### src/rtl/tmr_slave_pkg.sv
package tmr_slave_pkg;

  localparam int N_INT_TRIG = 4;

  typedef enum logic [2:0] {
    MD_OFF    = 3'b000,
    MD_ENC_B  = 3'b001,
    MD_ENC_A  = 3'b010,
    MD_ENC_AB = 3'b011,
    MD_RESET  = 3'b100,
    MD_GATE   = 3'b101,
    MD_TRIG   = 3'b110,
    MD_EXTCLK = 3'b111
  } slave_mode_e;

  typedef enum logic [2:0] {
    TS_INT0   = 3'b000,
    TS_INT1   = 3'b001,
    TS_INT2   = 3'b010,
    TS_INT3   = 3'b011,
    TS_A_ANY  = 3'b100,
    TS_A      = 3'b101,
    TS_B      = 3'b110,
    TS_EXT    = 3'b111
  } trig_sel_e;

endpackage

### src/rtl/tmr_trig_front.sv
module tmr_trig_front
  import tmr_slave_pkg::*;
(
  input  logic                  clk,
  input  logic                  rst,
  input  logic [2:0]            sel,
  input  logic [N_INT_TRIG-1:0] itr,
  input  logic                  in_a,
  input  logic                  in_b,
  input  logic                  ext,
  output logic                  a_lvl,
  output logic                  b_lvl,
  output logic                  a_rise,
  output logic                  a_fall,
  output logic                  b_rise,
  output logic                  b_fall,
  output logic                  trg_lvl,
  output logic                  trg_rise
);

  logic [2:0] sel_q;
  logic       armed_q;
  logic       a_q, a_p, b_q, b_p;
  logic       trg_q, trg_p;
  logic       trg_raw;
  logic       reprime;

  // a new selection or a fresh reset loads both samples alike, so no edge
  assign reprime = !armed_q || (sel != sel_q);

  always_comb begin
    case (sel)
      TS_A_ANY: trg_raw = in_a ^ a_q;
      TS_A:     trg_raw = in_a;
      TS_B:     trg_raw = in_b;
      TS_EXT:   trg_raw = ext;
      default:  trg_raw = itr[sel[1:0]];
    endcase
  end

  always_ff @(posedge clk) begin
    if (rst) begin
      sel_q   <= 3'b000;
      armed_q <= 1'b0;
      a_q     <= 1'b0;
      a_p     <= 1'b0;
      b_q     <= 1'b0;
      b_p     <= 1'b0;
      trg_q   <= 1'b0;
      trg_p   <= 1'b0;
    end else begin
      sel_q   <= sel;
      armed_q <= 1'b1;
      if (!armed_q) begin
        a_q <= in_a;
        a_p <= in_a;
        b_q <= in_b;
        b_p <= in_b;
      end else begin
        a_p <= a_q;
        a_q <= in_a;
        b_p <= b_q;
        b_q <= in_b;
      end
      if (reprime) begin
        trg_q <= trg_raw;
        trg_p <= trg_raw;
      end else begin
        trg_p <= trg_q;
        trg_q <= trg_raw;
      end
    end
  end

  assign a_lvl    = a_q;
  assign b_lvl    = b_q;
  assign a_rise   = a_q & ~a_p;
  assign a_fall   = ~a_q & a_p;
  assign b_rise   = b_q & ~b_p;
  assign b_fall   = ~b_q & b_p;
  assign trg_lvl  = trg_q;
  assign trg_rise = trg_q & ~trg_p;

  // the cycle after a re-prime shows no trigger edge
  a_r12_reprime_quiet: assert property (@(posedge clk) disable iff (rst)
    reprime |=> !trg_rise);

  // the first cycle after reset carries no encoder edge
  a_r1_no_start_edge: assert property (@(posedge clk) disable iff (rst)
    !armed_q |=> !(a_rise || a_fall || b_rise || b_fall));

endmodule

### src/rtl/tmr_mode_ctl.sv
module tmr_mode_ctl
  import tmr_slave_pkg::*;
(
  input  logic       clk,
  input  logic       rst,
  input  logic [2:0] mode,
  input  logic [2:0] sel,
  input  logic       cen,
  input  logic       a_lvl,
  input  logic       b_lvl,
  input  logic       a_rise,
  input  logic       a_fall,
  input  logic       b_rise,
  input  logic       b_fall,
  input  logic       trg_lvl,
  input  logic       trg_rise,
  output logic       step,
  output logic       down,
  output logic       reinit,
  output logic       enc
);

  logic run_q;
  logic a_edge, b_edge;
  logic a_down, b_down;

  assign a_edge = a_rise | a_fall;
  assign b_edge = b_rise | b_fall;
  // input-1 edge: up when it rises with input 2 low or falls with it high
  assign a_down = a_rise ? b_lvl : ~b_lvl;
  // input-2 edge: up when it rises with input 1 high or falls with it low
  assign b_down = b_rise ? ~a_lvl : a_lvl;

  always_comb begin
    step   = 1'b0;
    down   = 1'b0;
    reinit = 1'b0;
    enc    = 1'b0;
    case (mode)
      MD_OFF:    step = cen;
      MD_ENC_B: begin
        enc  = 1'b1;
        step = cen & b_edge;
        down = b_down;
      end
      MD_ENC_A: begin
        enc  = 1'b1;
        step = cen & a_edge;
        down = a_down;
      end
      MD_ENC_AB: begin
        enc  = 1'b1;
        step = cen & (a_edge ^ b_edge);
        down = a_edge ? a_down : b_down;
      end
      MD_RESET: begin
        step   = cen;
        reinit = trg_rise;
      end
      MD_GATE:   step = cen & trg_lvl & (sel != TS_A_ANY);
      MD_TRIG:   step = run_q | trg_rise;
      MD_EXTCLK: step = cen & trg_rise;
      default:   step = 1'b0;
    endcase
  end

  always_ff @(posedge clk) begin
    if (rst) run_q <= 1'b0;
    else     run_q <= (mode == MD_TRIG) && (run_q || trg_rise);
  end

  // gating on the transition detector never produces a step
  a_r6_gate_detector_blocked: assert property (@(posedge clk) disable iff (rst)
    (mode == MD_GATE && sel == TS_A_ANY) |-> !step);

  // simultaneous edges on both inputs are not counted
  a_r11_both_edges_dropped: assert property (@(posedge clk) disable iff (rst)
    (mode == MD_ENC_AB && a_edge && b_edge) |-> !step);

  // once started in trigger mode, counting continues
  a_r7_keeps_running: assert property (@(posedge clk) disable iff (rst)
    (mode == MD_TRIG && trg_rise) |=> (mode != MD_TRIG || step));

endmodule

### src/rtl/tmr_count.sv
module tmr_count #(
  parameter int CNT_W = 16
) (
  input  logic             clk,
  input  logic             rst,
  input  logic [CNT_W-1:0] arr,
  input  logic             step,
  input  logic             down,
  input  logic             reinit,
  input  logic             enc,
  output logic [CNT_W-1:0] cnt,
  output logic             dir,
  output logic             upd
);

  localparam logic [CNT_W-1:0] ZERO = '0;
  localparam logic [CNT_W-1:0] ONE  = {{(CNT_W-1){1'b0}}, 1'b1};

  logic [CNT_W-1:0] cnt_q;
  logic             dir_q;
  logic             upd_q;

  always_ff @(posedge clk) begin
    if (rst) begin
      cnt_q <= ZERO;
      dir_q <= 1'b0;
      upd_q <= 1'b0;
    end else begin
      upd_q <= 1'b0;
      if (!enc) dir_q <= 1'b0;
      if (reinit) begin
        cnt_q <= ZERO;
        upd_q <= 1'b1;
      end else if (step) begin
        if (enc) dir_q <= down;
        if (down) begin
          if (cnt_q == ZERO) begin
            cnt_q <= arr;
            upd_q <= 1'b1;
          end else begin
            cnt_q <= cnt_q - ONE;
          end
        end else begin
          if (cnt_q >= arr) begin
            cnt_q <= ZERO;
            upd_q <= 1'b1;
          end else begin
            cnt_q <= cnt_q + ONE;
          end
        end
      end
    end
  end

  assign cnt = cnt_q;
  assign dir = dir_q;
  assign upd = upd_q;

  // without a step or reinit the count does not move
  a_r2_hold_when_idle: assert property (@(posedge clk) disable iff (rst)
    (!step && !reinit) |=> $stable(cnt_q));

  // an up step below the reload value adds exactly one
  a_r3_up_increment: assert property (@(posedge clk) disable iff (rst)
    (step && !down && !reinit && cnt_q < arr) |=> (cnt_q == $past(cnt_q) + ONE));

  // update pulses only land on zero or the reload value
  a_r3_update_value: assert property (@(posedge clk) disable iff (rst)
    upd_q |-> (cnt_q == ZERO || cnt_q == $past(arr)));

  // a reinit request clears the count and raises update
  a_r8_reinit_clears: assert property (@(posedge clk) disable iff (rst)
    reinit |=> (cnt_q == ZERO && upd_q));

endmodule

### src/rtl/tmr_slave_ctrl.sv
module tmr_slave_ctrl
  import tmr_slave_pkg::*;
#(
  parameter int CNT_W = 16
) (
  input  logic                  clk,
  input  logic                  rst,
  input  logic                  cnt_en_i,
  input  logic [2:0]            trig_sel_i,
  input  logic [2:0]            slave_mode_i,
  input  logic [N_INT_TRIG-1:0] int_trig_i,
  input  logic                  in1_i,
  input  logic                  in2_i,
  input  logic                  ext_trig_i,
  input  logic [CNT_W-1:0]      reload_i,
  output logic [CNT_W-1:0]      count_o,
  output logic                  count_down_o,
  output logic                  update_o
);

  logic a_lvl, b_lvl, a_rise, a_fall, b_rise, b_fall;
  logic trg_lvl, trg_rise;
  logic step, down, reinit, enc;

  tmr_trig_front u_front (
    .clk      (clk),
    .rst      (rst),
    .sel      (trig_sel_i),
    .itr      (int_trig_i),
    .in_a     (in1_i),
    .in_b     (in2_i),
    .ext      (ext_trig_i),
    .a_lvl    (a_lvl),
    .b_lvl    (b_lvl),
    .a_rise   (a_rise),
    .a_fall   (a_fall),
    .b_rise   (b_rise),
    .b_fall   (b_fall),
    .trg_lvl  (trg_lvl),
    .trg_rise (trg_rise)
  );

  tmr_mode_ctl u_mode (
    .clk      (clk),
    .rst      (rst),
    .mode     (slave_mode_i),
    .sel      (trig_sel_i),
    .cen      (cnt_en_i),
    .a_lvl    (a_lvl),
    .b_lvl    (b_lvl),
    .a_rise   (a_rise),
    .a_fall   (a_fall),
    .b_rise   (b_rise),
    .b_fall   (b_fall),
    .trg_lvl  (trg_lvl),
    .trg_rise (trg_rise),
    .step     (step),
    .down     (down),
    .reinit   (reinit),
    .enc      (enc)
  );

  tmr_count #(.CNT_W(CNT_W)) u_count (
    .clk    (clk),
    .rst    (rst),
    .arr    (reload_i),
    .step   (step),
    .down   (down),
    .reinit (reinit),
    .enc    (enc),
    .cnt    (count_o),
    .dir    (count_down_o),
    .upd    (update_o)
  );

  // the direction output is 0 outside the encoder modes
  a_r11_dir_up_outside_encoder: assert property (@(posedge clk) disable iff (rst)
    (slave_mode_i[2] || slave_mode_i == MD_OFF) |=> (!count_down_o || $past(enc)));

endmodule

### config.mk
export PLATFORM = sky130hd
export DESIGN_NAME = tmr_slave_ctrl
export DESIGN_NICKNAME = d
export VERILOG_FILES = /design/src/rtl/tmr_slave_pkg.sv /design/src/rtl/tmr_trig_front.sv /design/src/rtl/tmr_mode_ctl.sv /design/src/rtl/tmr_count.sv /design/src/rtl/tmr_slave_ctrl.sv
export SDC_FILE = /design/constraint.sdc
export NUM_CORES = 1
export LEC_CHECK = 0
export BUFFER_PORTS_ARGS = -buffer_cell sky130_fd_sc_hd__buf_2
export CAP_MARGIN = 20
export CORE_UTILIZATION = 45
export CTS_CLUSTER_SIZE = 28
export DETAILED_ROUTE_END_ITERATION = 8
export PLACE_DENSITY_LB_ADDON = 0.25
export SLEW_MARGIN = 30
export SYNTH_ARGS = -nofsm -noshare
export SYNTH_HDL_FRONTEND = slang
export SYNTH_SLANG_ARGS = --single-unit
### constraint.sdc
create_clock -name clk -period 3.5 [get_ports clk]
set_input_delay 0.7 -clock clk [delete_from_list [all_inputs] [get_ports clk]]
set_output_delay 0.7 -clock clk [all_outputs]
set_load 0.02 [all_outputs]
==> results summary <==
The detailed-placement wirelength estimate is 5.56 mm. In the routed layout, each cell is associated on average with a via count of between 6 and 7. The antenna cell count is 0. In this run the clock root is driven by a sky130_fd_sc_hd__clkbuf_8.

The global-route usage over all layers is 0.255. STA classifies the critical path startpoint as a flip-flop. The clock tree buffer depth came out at 2.

The headroom to the max-slew limit is 0.462. The height of the die came out at approximately 80 um. By area the synthesized netlist is led by sky130_fd_sc_hd__dfxtp_1 22%, sky130_fd_sc_hd__ha_1 9.9%, sky130_fd_sc_hd__nand2_1 4.4%.

The number of cell rows came out at 27. The largest voltage drop on the vdd net is a little under 300 uV. The hold buffer count at CTS is 0. The number of setup buffers added after CTS is 0. The final wirelength came out at about 7.5 mm. The total of buffers placed on input and output ports is 49.

For this run, asynchronously set or reset flops after synthesis account for 0. The maximum number of pins on one net before global-route repair came out at 19. The setup total negative slack came out at 0 ns.

After layout, the design draws a total of about 1.5 mW. The worst-case hold slack came out at around 0.52 ns. The classification of the worst-slack hold path is flip-flop to flip-flop. After the first detailed-routing iteration, the DRC count stood at between 200 and 300. The critical path goes through inv_1 > ha_1 > nand2b_1 > a2111o_1 > a31o_2 > nor3_2 > buf_4 > a211oi_1 > a211oi_1. In this run, distinct cell masters in the synthesized netlist total 63. Signal routing reaches up to met4. The final-report max-slew violation count came out at 0. The routed wire length on met3 came out at 672 um.

Dividing total power by cell area gives a power density of 489 mW/mm^2. The number of gates given a new drive strength after cts came out at 0. The endpoint required time on the critical path came out at about 3.7 ns. The post-synthesis sequential element count is 29. The total of fill cells in the finished design is around 570. Dividing the detail-routed wire length by the instance count gives 16.5 um. The post-route minimum period is ~2.8 ns.

The top cell types in the final layout, fill and taps aside, are 49 x sky130_fd_sc_hd__buf_2, 31 x sky130_fd_sc_hd__nand2_1, 29 x sky130_fd_sc_hd__dfxtp_1. After clock tree synthesis, the clock-pin slew on the worst setup and hold paths is 0.07 ns. The initial antenna violation count is 0. The final setup violation count is 0. The number of nets in the layout came out at around 440. The post-synthesis cell type with the largest combined area is sky130_fd_sc_hd__dfxtp_1. The number of enable-type register cells in the synthesized netlist is 0. The fraction of final layout cells sized beyond drive strength 1 is 0.216. The clock network latency to the later pin of the worst-skew pair came out at between 0.2 and 0.3 ns. The effective utilization at floorplan is 0.474. The iteration count of the initial detailed-routing pass is 5. The worst setup path is captured at a flip-flop.

The post-synthesis cell area came out at 0.00266 mm^2. The worst clock skew is between 0.005 and 0.006 ns. The horizontal die dimension is a little under 80 um. The total die area came out at slightly above 0.006 mm^2. The clock buffer count from CTS came out at 5.

The pin slew with the least headroom to its limit came out at ~0.8 ns. The routed layout has between 2000 and 3000 vias. The tree built by TritonCTS fans out to 29 sinks. Of the synthesized area, sequential elements account for 0.218. The count of unresolved DRC violations after routing is 0. The met2 wire length came out at roughly 3.3 mm. The maximum cell stage delay along the critical path came out at ~0.52 ns. The library cell used most frequently in the layout, excluding fill and tap cells, is sky130_fd_sc_hd__buf_2.

The number of violations of the max-capacitance limit is 0. The count of final hold-check violations came to 0. Setup repair after global routing left no endpoint under its margin. Of all nets on the critical path, the largest fanout is 10. The area of the core is approximately 0.0056 mm^2. The synthesized area per cell is between 7 and 8 um^2. The critical path is of the flip-flop to flip-flop type. The most used flip-flop cell after synthesis is sky130_fd_sc_hd__dfxtp_1. The clock tree synthesis step divided the H-tree into 2 levels. The highest clock frequency the design can meet is 358 MHz.

The number of warnings issued by yosys is 0. On the critical path, the stage with the largest delay is an instance of sky130_fd_sc_hd__dfxtp_1. The number of instances in the synthesized netlist came out at between 300 and 400. The leakage power total is 1.30 nW. The data arrival time of the critical path came out at 3.00 ns. The via count of the first global-routing pass is approximately 2600. The routability-driven placement congestion ratio is 0.866. The global-route wire length before repair is roughly 12 mm. TritonCTS built the clock tree. The most numerous cell on the critical path is sky130_fd_sc_hd__a211oi_1. For this design the top-level I/O count stands at 50. The detailed-route wire length on metal 1 is roughly 3.4 mm. When the netlist entered floorplanning its net count stood at around 400. The flow ran to the end, and the final reports show no timing, DRC or antenna violations. The detail route stage leaves a number of antenna-violating nets equal to 0. The number of standard cells in the layout, taps in and fillers out is around 460. The area growth from synthesis to layout is 14.7%. The total congestion overflow after global routing came out at 0.

The final critical-path share of the clock period came out at 0.799. The cell total after placement is around 450. The share of synthesized area in the top cell type comes to 0.218.
==> where the power goes <==
group | internal (mW) | switching [mW] | leakage (nW) | total, mW
clock | 0.207 | 0.137 | 0.0540 | 0.343
combinational | 0.287 | 0.441 | 1.01 | 0.728
sequential | 0.357 | 0.0633 | 0.237 | 0.421
==> worst max-delay path: cells and delay by family (launching register included) <==
kind / cells / cell delay (ns)
flops: 1 / 0.52
simple gates: 2 / 0.45
compound gates: 4 / 1.01
buf+inv: 2 / 0.44
fa+ha+maj: 1 / 0.29
==> routing by layer <==
metal | up-vias | track usage
met5 | - | 0
met4 | 0 | 0.0800
met3 | 15 | 0.0471
met2 | 130 | 0.396
met1 | 1298 | 0.355
li1 | 1372 | -
==> cell type report <==
cell class,instances,area (um^2),area share
Clock buffer,5,68.8,0.0226
Clock inverter,2,35.0,0.0115
Inverter,25,93.8,0.0308
Multi-Input combinational cell,267,1880,0.618
Sequential cell,29,581,0.190
Tap cell,72,90.1,0.0295
Timing Repair Buffer,56,298,0.0977
==> state kept, by name (all words and copies together) (netlist names) <==
signal,count
u_front.b_p,1
u_front.sel_q,3
u_mode.run_q,1
u_front.armed_q,1
u_front.trg_lvl,1
u_front.a_p,1
u_front.a_lvl,1
u_count.cnt,16
u_front.trg_p,1
u_count.upd,1
u_count.dir,1
u_front.b_lvl,1
==> Yosys cell counts, drive strengths merged, types with 3 or more instances <==
cell and instances:
o21ai 16, and3 3, nor3 18, clkbuf 10, ha 21, a31oi 12, o211ai 9, a211oi 8
nor4 10, nor3b 3, dfxtp 29, nor2 21, buf 12, a21oi 8, nand3 12, o21a 6
xor2 5, inv 25, a22oi 6, nor4b 6, o311a 3, or4 3, nor2b 7, nand2 32
nand4 10, or2 4, xnor2 9
==> through the flow <==
stage               cell area (um^2)  utilization  setup WS [ns]
floorplan                       2660            -          0.930
global placement                2950        0.525          0.650
detailed placement              2950        0.525          0.604
CTS                             3050        0.544          0.732
global route                    3050        0.544          0.515
finish                          3050        0.544          0.705
==> kinds of logic after synthesis <==
family,share of synthesized area
AND/OR/NAND/NOR,0.289
AO/OA/AOI/OAI,0.245
buffers and inverters,0.0734
flip-flops,0.218
adder cells (fa/ha/maj),0.0988
XOR/XNOR,0.0461
multiplexers,0.0287
==> path summary, 6_finish.rpt <==
path / start / end / slack (ns) / cells after the start
worst max-delay path: u_count.cnt[0] / u_count.cnt[5] / 0.70 / 9
worst min register to register: u_front.trg_lvl / u_front.trg_p / 0.52 / 2
worst max register to register: u_count.cnt[0] / u_count.cnt[5] / 0.70 / 9
worst min-delay path: u_front.trg_lvl / u_front.trg_p / 0.52 / 2
No activity file was read; power rests on OpenSTA's default activity.
